<file path="config.mk">
export PLATFORM = sky130hd
export DESIGN_NAME = term_enable_seq
export DESIGN_NICKNAME = d
export VERILOG_FILES = /design/src/rtl/tes_pkg.sv /design/src/rtl/tes_emr_loader.sv /design/src/rtl/tes_strobe_delay.sv /design/src/rtl/tes_window_timer.sv /design/src/rtl/term_enable_seq.sv
export SDC_FILE = /design/constraint.sdc
export NUM_CORES = 1
export LEC_CHECK = 0
export ABC_AREA = 1
export BUFFER_PORTS_ARGS = -buffer_cell sky130_fd_sc_hd__buf_2
export CAP_MARGIN = 10
export CORE_ASPECT_RATIO = 0.5
export CORE_MARGIN = 2
export CORE_UTILIZATION = 24
export DETAILED_ROUTE_END_ITERATION = 10
export GPL_ROUTABILITY_DRIVEN = 1
export HOLD_SLACK_MARGIN = 0.12
export PLACE_DENSITY = 0.44
export SLEW_MARGIN = 20
export SYNTH_ARGS = -nofsm -noshare
export SYNTH_HDL_FRONTEND = slang
export SYNTH_HIERARCHICAL = 1
export SYNTH_SLANG_ARGS = --single-unit
export TNS_END_PERCENT = 20
</file>
<file path="constraint.sdc">
create_clock -name clk -period 2.3 [get_ports clk]
set_clock_uncertainty 0.2 [all_clocks]
set_input_delay 0.575 -clock clk [delete_from_list [all_inputs] [get_ports clk]]
set_output_delay 0.575 -clock clk [all_outputs]
set_load 0.02 [all_outputs]
</file>
<file path="src/rtl/tes_pkg.sv">
package tes_pkg;

  localparam int WORD_W = 16;
  localparam logic [1:0] EXT_REG_SEL = 2'b01;

  typedef enum logic [1:0] {
    LD_COLD  = 2'b00,
    LD_BUSY  = 2'b01,
    LD_READY = 2'b10
  } ld_state_e;

  // Build the extended-mode-register word: register select in the top two
  // bits, resistance code split over bit 6 (high) and bit 2 (low).
  function automatic logic [WORD_W-1:0] emr_encode(input logic [1:0] code);
    logic [WORD_W-1:0] w;
    w        = '0;
    w[15:14] = EXT_REG_SEL;
    w[6]     = code[1];
    w[2]     = code[0];
    return w;
  endfunction

endpackage

</file>
<file path="src/rtl/tes_emr_loader.sv">
module tes_emr_loader
  import tes_pkg::*;
#(
  parameter int MRD = 3
) (
  input  logic              clk,
  input  logic              rst,
  input  logic              init_req_i,
  input  logic [1:0]        rtt_sel_i,
  output logic              load_o,
  output logic [WORD_W-1:0] word_o,
  output logic              done_o,
  output logic              busy_o,
  output logic              ready_o,
  output logic              ok_next_o
);

  localparam int CNT_W = $clog2(MRD + 1);

  ld_state_e        st_q, st_n;
  logic [CNT_W-1:0] cnt_q, cnt_n;
  logic             accept;
  logic             done_n;

  assign accept = init_req_i && (st_q != LD_BUSY);

  always_comb begin
    st_n   = st_q;
    cnt_n  = cnt_q;
    done_n = 1'b0;
    if (accept) begin
      st_n  = LD_BUSY;
      cnt_n = CNT_W'(MRD);
    end else if (st_q == LD_BUSY) begin
      if (cnt_q == CNT_W'(1)) begin
        st_n   = LD_READY;
        done_n = 1'b1;
      end else begin
        cnt_n = cnt_q - CNT_W'(1);
      end
    end
  end

  always_ff @(posedge clk) begin
    if (rst) begin
      st_q   <= LD_COLD;
      cnt_q  <= '0;
      load_o <= 1'b0;
      word_o <= '0;
      done_o <= 1'b0;
    end else begin
      st_q   <= st_n;
      cnt_q  <= cnt_n;
      load_o <= accept;
      done_o <= done_n;
      if (accept) word_o <= emr_encode(rtt_sel_i);
    end
  end

  assign busy_o    = (st_q == LD_BUSY);
  assign ready_o   = (st_q == LD_READY);
  assign ok_next_o = (st_n == LD_READY);

  AST_DONE_SINGLE: assert property (@(posedge clk) disable iff (rst)
    done_o |=> !done_o);
  AST_BUSY_IGNORES_REQ: assert property (@(posedge clk) disable iff (rst)
    (busy_o && init_req_i) |=> !load_o);
  AST_LOAD_MARKS_BUSY: assert property (@(posedge clk) disable iff (rst)
    load_o |-> busy_o);

endmodule

</file>
<file path="src/rtl/tes_strobe_delay.sv">
module tes_strobe_delay #(
  parameter int DEPTH = 4,
  parameter int SEL_W = 3
) (
  input  logic             clk,
  input  logic             rst,
  input  logic             strobe_i,
  input  logic [SEL_W-1:0] tap_i,
  output logic             hit_o
);

  logic [DEPTH-1:0] line_q;
  logic [DEPTH:0]   taps;

  generate
    if (DEPTH == 1) begin : g_single
      always_ff @(posedge clk) begin
        if (rst) line_q <= '0;
        else     line_q <= strobe_i;
      end
    end else begin : g_shift
      always_ff @(posedge clk) begin
        if (rst) line_q <= '0;
        else     line_q <= {line_q[DEPTH-2:0], strobe_i};
      end
    end
  endgenerate

  // taps[i] is the strobe as it was i cycles ago
  assign taps = {line_q, strobe_i};

  always_comb begin
    hit_o = 1'b0;
    for (int i = 0; i <= DEPTH; i++) begin
      if (tap_i == SEL_W'(i)) hit_o = taps[i];
    end
  end

endmodule

</file>
<file path="src/rtl/tes_window_timer.sv">
module tes_window_timer #(
  parameter int LEN_W = 5
) (
  input  logic             clk,
  input  logic             rst,
  input  logic             start_i,
  input  logic [LEN_W-1:0] len_i,
  output logic             act_o,
  output logic             act_next_o
);

  logic [LEN_W-1:0] rem_q, rem_n;

  // A new start reloads the remaining length, so overlapping windows merge.
  always_comb begin
    if (start_i)            rem_n = len_i;
    else if (rem_q != '0)   rem_n = rem_q - LEN_W'(1);
    else                    rem_n = rem_q;
  end

  always_ff @(posedge clk) begin
    if (rst) rem_q <= '0;
    else     rem_q <= rem_n;
  end

  assign act_o      = (rem_q != '0);
  assign act_next_o = (rem_n != '0);

  AST_TIMER_COUNTS_DOWN: assert property (@(posedge clk) disable iff (rst)
    (act_o && !start_i) |=> (rem_q == $past(rem_q) - LEN_W'(1)));

endmodule

</file>
<file path="src/rtl/term_enable_seq.sv">
module term_enable_seq
  import tes_pkg::*;
#(
  parameter int CL        = 5,
  parameter int WL        = 4,
  parameter int BURST_LEN = 4,
  parameter int MRD       = 3,
  parameter int CW        = 3
) (
  input  logic              clk,
  input  logic              rst,
  input  logic              cmd_valid,
  input  logic              cmd_is_wr,
  input  logic              init_req,
  input  logic [1:0]        rtt_sel,
  input  logic [CW-1:0]     cfg_lead,
  input  logic [CW-1:0]     cfg_tail,
  output logic              odt_en,
  output logic              emr_load,
  output logic [WORD_W-1:0] emr_word,
  output logic              init_done
);

  localparam int BC     = BURST_LEN / 2;
  localparam int MAX_LT = (WL > CL) ? WL : CL;
  localparam int DL     = MAX_LT - 1;
  localparam int TAP_W  = ($clog2(DL + 1) < 1) ? 1 : $clog2(DL + 1);
  localparam int LEN_W  = $clog2(2 * (1 << CW) + BC + 1);

  logic             ld_busy, ld_ready, ld_ok_next;
  logic             cmd_ok, wr_acc, rd_acc;
  logic [TAP_W-1:0] w_tap, r_tap;
  logic             w_start, r_start;
  logic [LEN_W-1:0] w_len, r_len;
  logic             w_act, w_act_n, r_act, r_act_n;
  logic             odt_q;

  tes_emr_loader #(.MRD(MRD)) u_loader (
    .clk        (clk),
    .rst        (rst),
    .init_req_i (init_req),
    .rtt_sel_i  (rtt_sel),
    .load_o     (emr_load),
    .word_o     (emr_word),
    .done_o     (init_done),
    .busy_o     (ld_busy),
    .ready_o    (ld_ready),
    .ok_next_o  (ld_ok_next)
  );

  assign cmd_ok = ld_ready && !ld_busy;
  assign wr_acc = cmd_valid && cmd_is_wr && cmd_ok;
  assign rd_acc = cmd_valid && !cmd_is_wr && cmd_ok;

  // A start seen in cycle c opens the window in cycle c+1, hence the minus one.
  assign w_tap = TAP_W'(WL - 1 - int'(cfg_lead));
  assign r_tap = TAP_W'(CL - 1 - int'(cfg_lead));
  assign w_len = LEN_W'(cfg_lead) + LEN_W'(BC) + LEN_W'(cfg_tail);
  assign r_len = LEN_W'(cfg_lead) + LEN_W'(BC);

  tes_strobe_delay #(.DEPTH(DL), .SEL_W(TAP_W)) u_wr_dly (
    .clk      (clk),
    .rst      (rst),
    .strobe_i (wr_acc),
    .tap_i    (w_tap),
    .hit_o    (w_start)
  );

  tes_strobe_delay #(.DEPTH(DL), .SEL_W(TAP_W)) u_rd_dly (
    .clk      (clk),
    .rst      (rst),
    .strobe_i (rd_acc),
    .tap_i    (r_tap),
    .hit_o    (r_start)
  );

  tes_window_timer #(.LEN_W(LEN_W)) u_wr_win (
    .clk        (clk),
    .rst        (rst),
    .start_i    (w_start),
    .len_i      (w_len),
    .act_o      (w_act),
    .act_next_o (w_act_n)
  );

  tes_window_timer #(.LEN_W(LEN_W)) u_rd_blank (
    .clk        (clk),
    .rst        (rst),
    .start_i    (r_start),
    .len_i      (r_len),
    .act_o      (r_act),
    .act_next_o (r_act_n)
  );

  always_ff @(posedge clk) begin
    if (rst) odt_q <= 1'b0;
    else     odt_q <= w_act_n && !r_act_n && ld_ok_next;
  end

  assign odt_en = odt_q;

  AST_EMR_FIELDS: assert property (@(posedge clk) disable iff (rst)
    emr_load |-> (emr_word[15:14] == 2'b01 && (emr_word & 16'h3FBB) == 16'h0000));
  AST_COLD_NO_ODT: assert property (@(posedge clk) disable iff (rst)
    (!ld_ready && !ld_busy) |-> !odt_en);
  AST_LOAD_NO_ODT: assert property (@(posedge clk) disable iff (rst)
    ld_busy |-> !odt_en);
  AST_ODT_IN_WINDOW: assert property (@(posedge clk) disable iff (rst)
    odt_en |-> w_act);
  AST_READ_BLANK: assert property (@(posedge clk) disable iff (rst)
    r_act |-> !odt_en);
  AST_LEAD_FITS: assert property (@(posedge clk) disable iff (rst)
    cmd_valid |-> (int'(cfg_lead) < WL && int'(cfg_lead) < CL));

endmodule

</file>
==> run summary <==
Hold WC Path Type = reg -> reg
Wire length after detailed routing = 3.44 mm
Top cell by count, worst path = nand2_1
Vias = 1525
Per-cell routed wire length = 9.09 microns
Depth of the CTS H-tree = 1
Req. time, crit path = 2.29 ns
Core ar. = 6730 sq um
Wire length of the first global-routing pass = 6.07 mm
HPWL Detailed = 2.76 mm
Number of buffers inserted by port buffering = 18
Ranking of synthesized cells by instance count = nand2_1 (66), inv_1 (33), nor2_1 (32)
Cell class contributing the biggest share of worst-path delay = simple AND/OR/NAND/NOR gates
CTS tree = yes
Skew-Pair Late Insertion Delay = 0.26 ns
DIE WIDTH = 122 microns
Total Power Consumption = 2.12 mW
Worst voltage drop across the vdd grid = 0.258 mV
Via count of the first global-routing pass = 1427
Y dimension of the die = 63.2 microns
Gate Count Post-Synth = 247
Number of slew-limit violations in the final report = 0
Die ar. = 7740 sq um
Count of buffer and inverter cells on the critical path = 3
Share of the clock period used by the worst path after layout = 0.928
Filler cells = 762
Synth warnings = 6
Most used DFF post-synth = dfxtp_1
Cell types with the largest area share after synthesis = dfxtp_1 (33%), nand2_1 (15%), inv_1 (7.4%)
Max cap viols = 0
Sort of element at the start of the critical path = primary input
Number of nets at the end of the flow = 309
Post-CTS setup buffer count = 0
Placer congestion estimate = 0.798
Iter 0 DRT Violations = 39
Layout cell share with drive strength beyond 1 = 0.238
Average instance area after synthesis = 6.82 sq um
Critical Path Max Stage Delay = 0.33 ns
Depth of the critical timing path with buffers and inverters included = 15
# rows = 21
Register area share after synthesis = 0.333
Initial Util = 0.250
Remaining routing DRC violations = 0
First-pass detailed-route iteration total = 4
Summed instance area of the synthesized netlist = 1680 sq um
Crit Path Class = in -> reg
Number of antenna cells inserted = 0
Worst-case hold slack = 0.232 ns
Worst Path Arrival = 2.13 ns
Depth of the worst register-to-register path = 16
Clk sink count = 28
Most frequently used cell type in the post-synthesis netlist = nand2_1
Largest net degree at the start of global routing = 17
Cts bufs inserted = 3
Deepest clock path buffer count = 2
Unrepaired setup endpoints after global routing = no
Power density over cell area = 1010 nW/um^2
Number of placed I/O pins = 32
Final antenna-violating net count = 0
Status = completed
Maximum fanout along the worst path = 7
Total count of hold-check failures in the final report = 0
Fraction of registers with async set or reset after synthesis = 0
Seq cells post-synth = 28
Global routing usage summed across all routing layers = 0.0965
Fraction of synthesized cell area taken by the top area cell type = 0.333
Antenna violations before repair = 0
Critical-path cell with the highest stage delay = ha_1
Shortest clock period the worst path allows after layout = 2.13 ns
Leakage dissipation = 1.07 nW
Series of cell instances along the critical path = buf_2, inv_1, ha_1, inv_2, nand2_1, nand3_1, nand2_1, nand2_1, nand2_4, nor2_1, a21boi_2, nand3_1, nor2_1, nand2_1, nor3_2
Detail-routed via count per cell = 4.03
Critical path capture point type = flip-flop
Synth-to-layout area growth = 24.7%
Distinct cell type count of the synthesized netlist = 23
Total grt overflow = 0
Clk pin slew, worst setup/hold paths = 0.07 ns
Post-synth EDFFs = 0
Highest Clock Rate = 469 MHz
Number of cells on the worst hold path = 2
Clk root buf = clkbuf_16
Setup Viol. Count Final = 0
Synth area leader = dfxtp_1
## cell usage in the layout (no fill, tap or decap), types with 3 or more instances in the layout
| cell type | netlist | final |
|---|---|---|
| dfxtp_1 | 28 | 26 |
| nor2_4 | 3 | 3 |
| buf_4 | 13 | 18 |
| clkbuf_16 | 0 | 3 |
| inv_2 | 8 | 9 |
| conb_1 | 2 | 14 |
| nand4_1 | 7 | 7 |
| nand2_2 | 4 | 5 |
| nor2_1 | 32 | 32 |
| nand2_1 | 66 | 64 |
| nand3_1 | 14 | 14 |
| inv_1 | 33 | 32 |
| a21oi_1 | 11 | 11 |
| nand3b_1 | 4 | 4 |
| ha_1 | 8 | 8 |
| buf_2 | 0 | 18 |
## what timing repair did
action | in CTS | in global routing
setup endpoints to repair | 1 | 1
resized for setup | 1 | 7
hold buffers | 0 | 0
## sequential cells by signal, indices dropped and copies added (netlist names)
name and cells:
u_wr_dly/line_q 4, u_loader/st_q 2, u_loader/word_o 3, u_loader/load_o 1
u_rd_dly/line_q 4, odt_en 1, u_loader/cnt_q 2, u_rd_blank/rem_q 5
u_wr_win/rem_q 5, u_loader/done_o 1
## tightest hold or removal path: cells and delay by family (launching register included)
family / cells / cell delay (ns)
DFF: 1 / 0.30
buffers and inverters: 1 / 0.06
and+or+nand+nor: 1 / 0.04
## final cells by class
class | count | area (sq um) | share of cell area
multi-input combinational | 177 | 937 | 0.446
clock inverter | 1 | 30.0 | 0.0143
timing repair buffer | 36 | 225 | 0.107
inverter | 41 | 154 | 0.0733
clock buffer | 3 | 75.1 | 0.0358
tap | 92 | 115 | 0.0548
sequential | 28 | 563 | 0.268
## stage by stage
stage / std cells / setup WS (ns) / setup TNS [ns] / instance area, sq um / utilization
after CTS: 378 / 0.0697 / 0 / 2080 / 0.309
after floorplan: 259 / 0.0180 / 0 / 1730 / -
after detailed placement: 374 / -0.181 / -0.181 / 1970 / 0.293
final: 378 / 0.166 / 0 / 2100 / 0.312
after global routing: 378 / 0.0150 / 0 / 2100 / 0.312
after global placement: 374 / -0.105 / -0.105 / 1970 / 0.293
## cells by family after synthesis
logic type	Yosys count	share of synthesized area
buffers and inverters	54	0.149
other	2	0.00446
XOR/XNOR	2	0.0104
adder cells (fa/ha/maj)	9	0.0713
AND/OR/NAND/NOR	137	0.380
AO/OA/AOI/OAI	15	0.0520
flip-flops	28	0.333
## per-layer routing
metal,part of all wire,global-route usage,vias to the layer above
met5,0,0,-
met4,0.020,0.0287,0
met3,0.037,0.0254,6
met2,0.44,0.158,29
met1,0.51,0.125,673
li1,-,-,817
## final timing paths
kind | start | to | slack, ns
setup / recovery | cfg_lead[0] | odt_en | 0.17
hold / removal | u_rd_dly/line_q[2] | u_rd_dly/line_q[3] | 0.23
setup reg to reg | u_loader/st_q[1] | odt_en | 0.19
hold reg to reg | u_rd_dly/line_q[2] | u_rd_dly/line_q[3] | 0.23
## report_power, final
| group | internal [mW] | switching [mW] |
|---|---|---|
| clock | 0.347 | 0.172 |
| combinational | 0.402 | 0.565 |
| sequential | 0.567 | 0.0662 |
No activity file was read; power rests on OpenSTA's default activity.
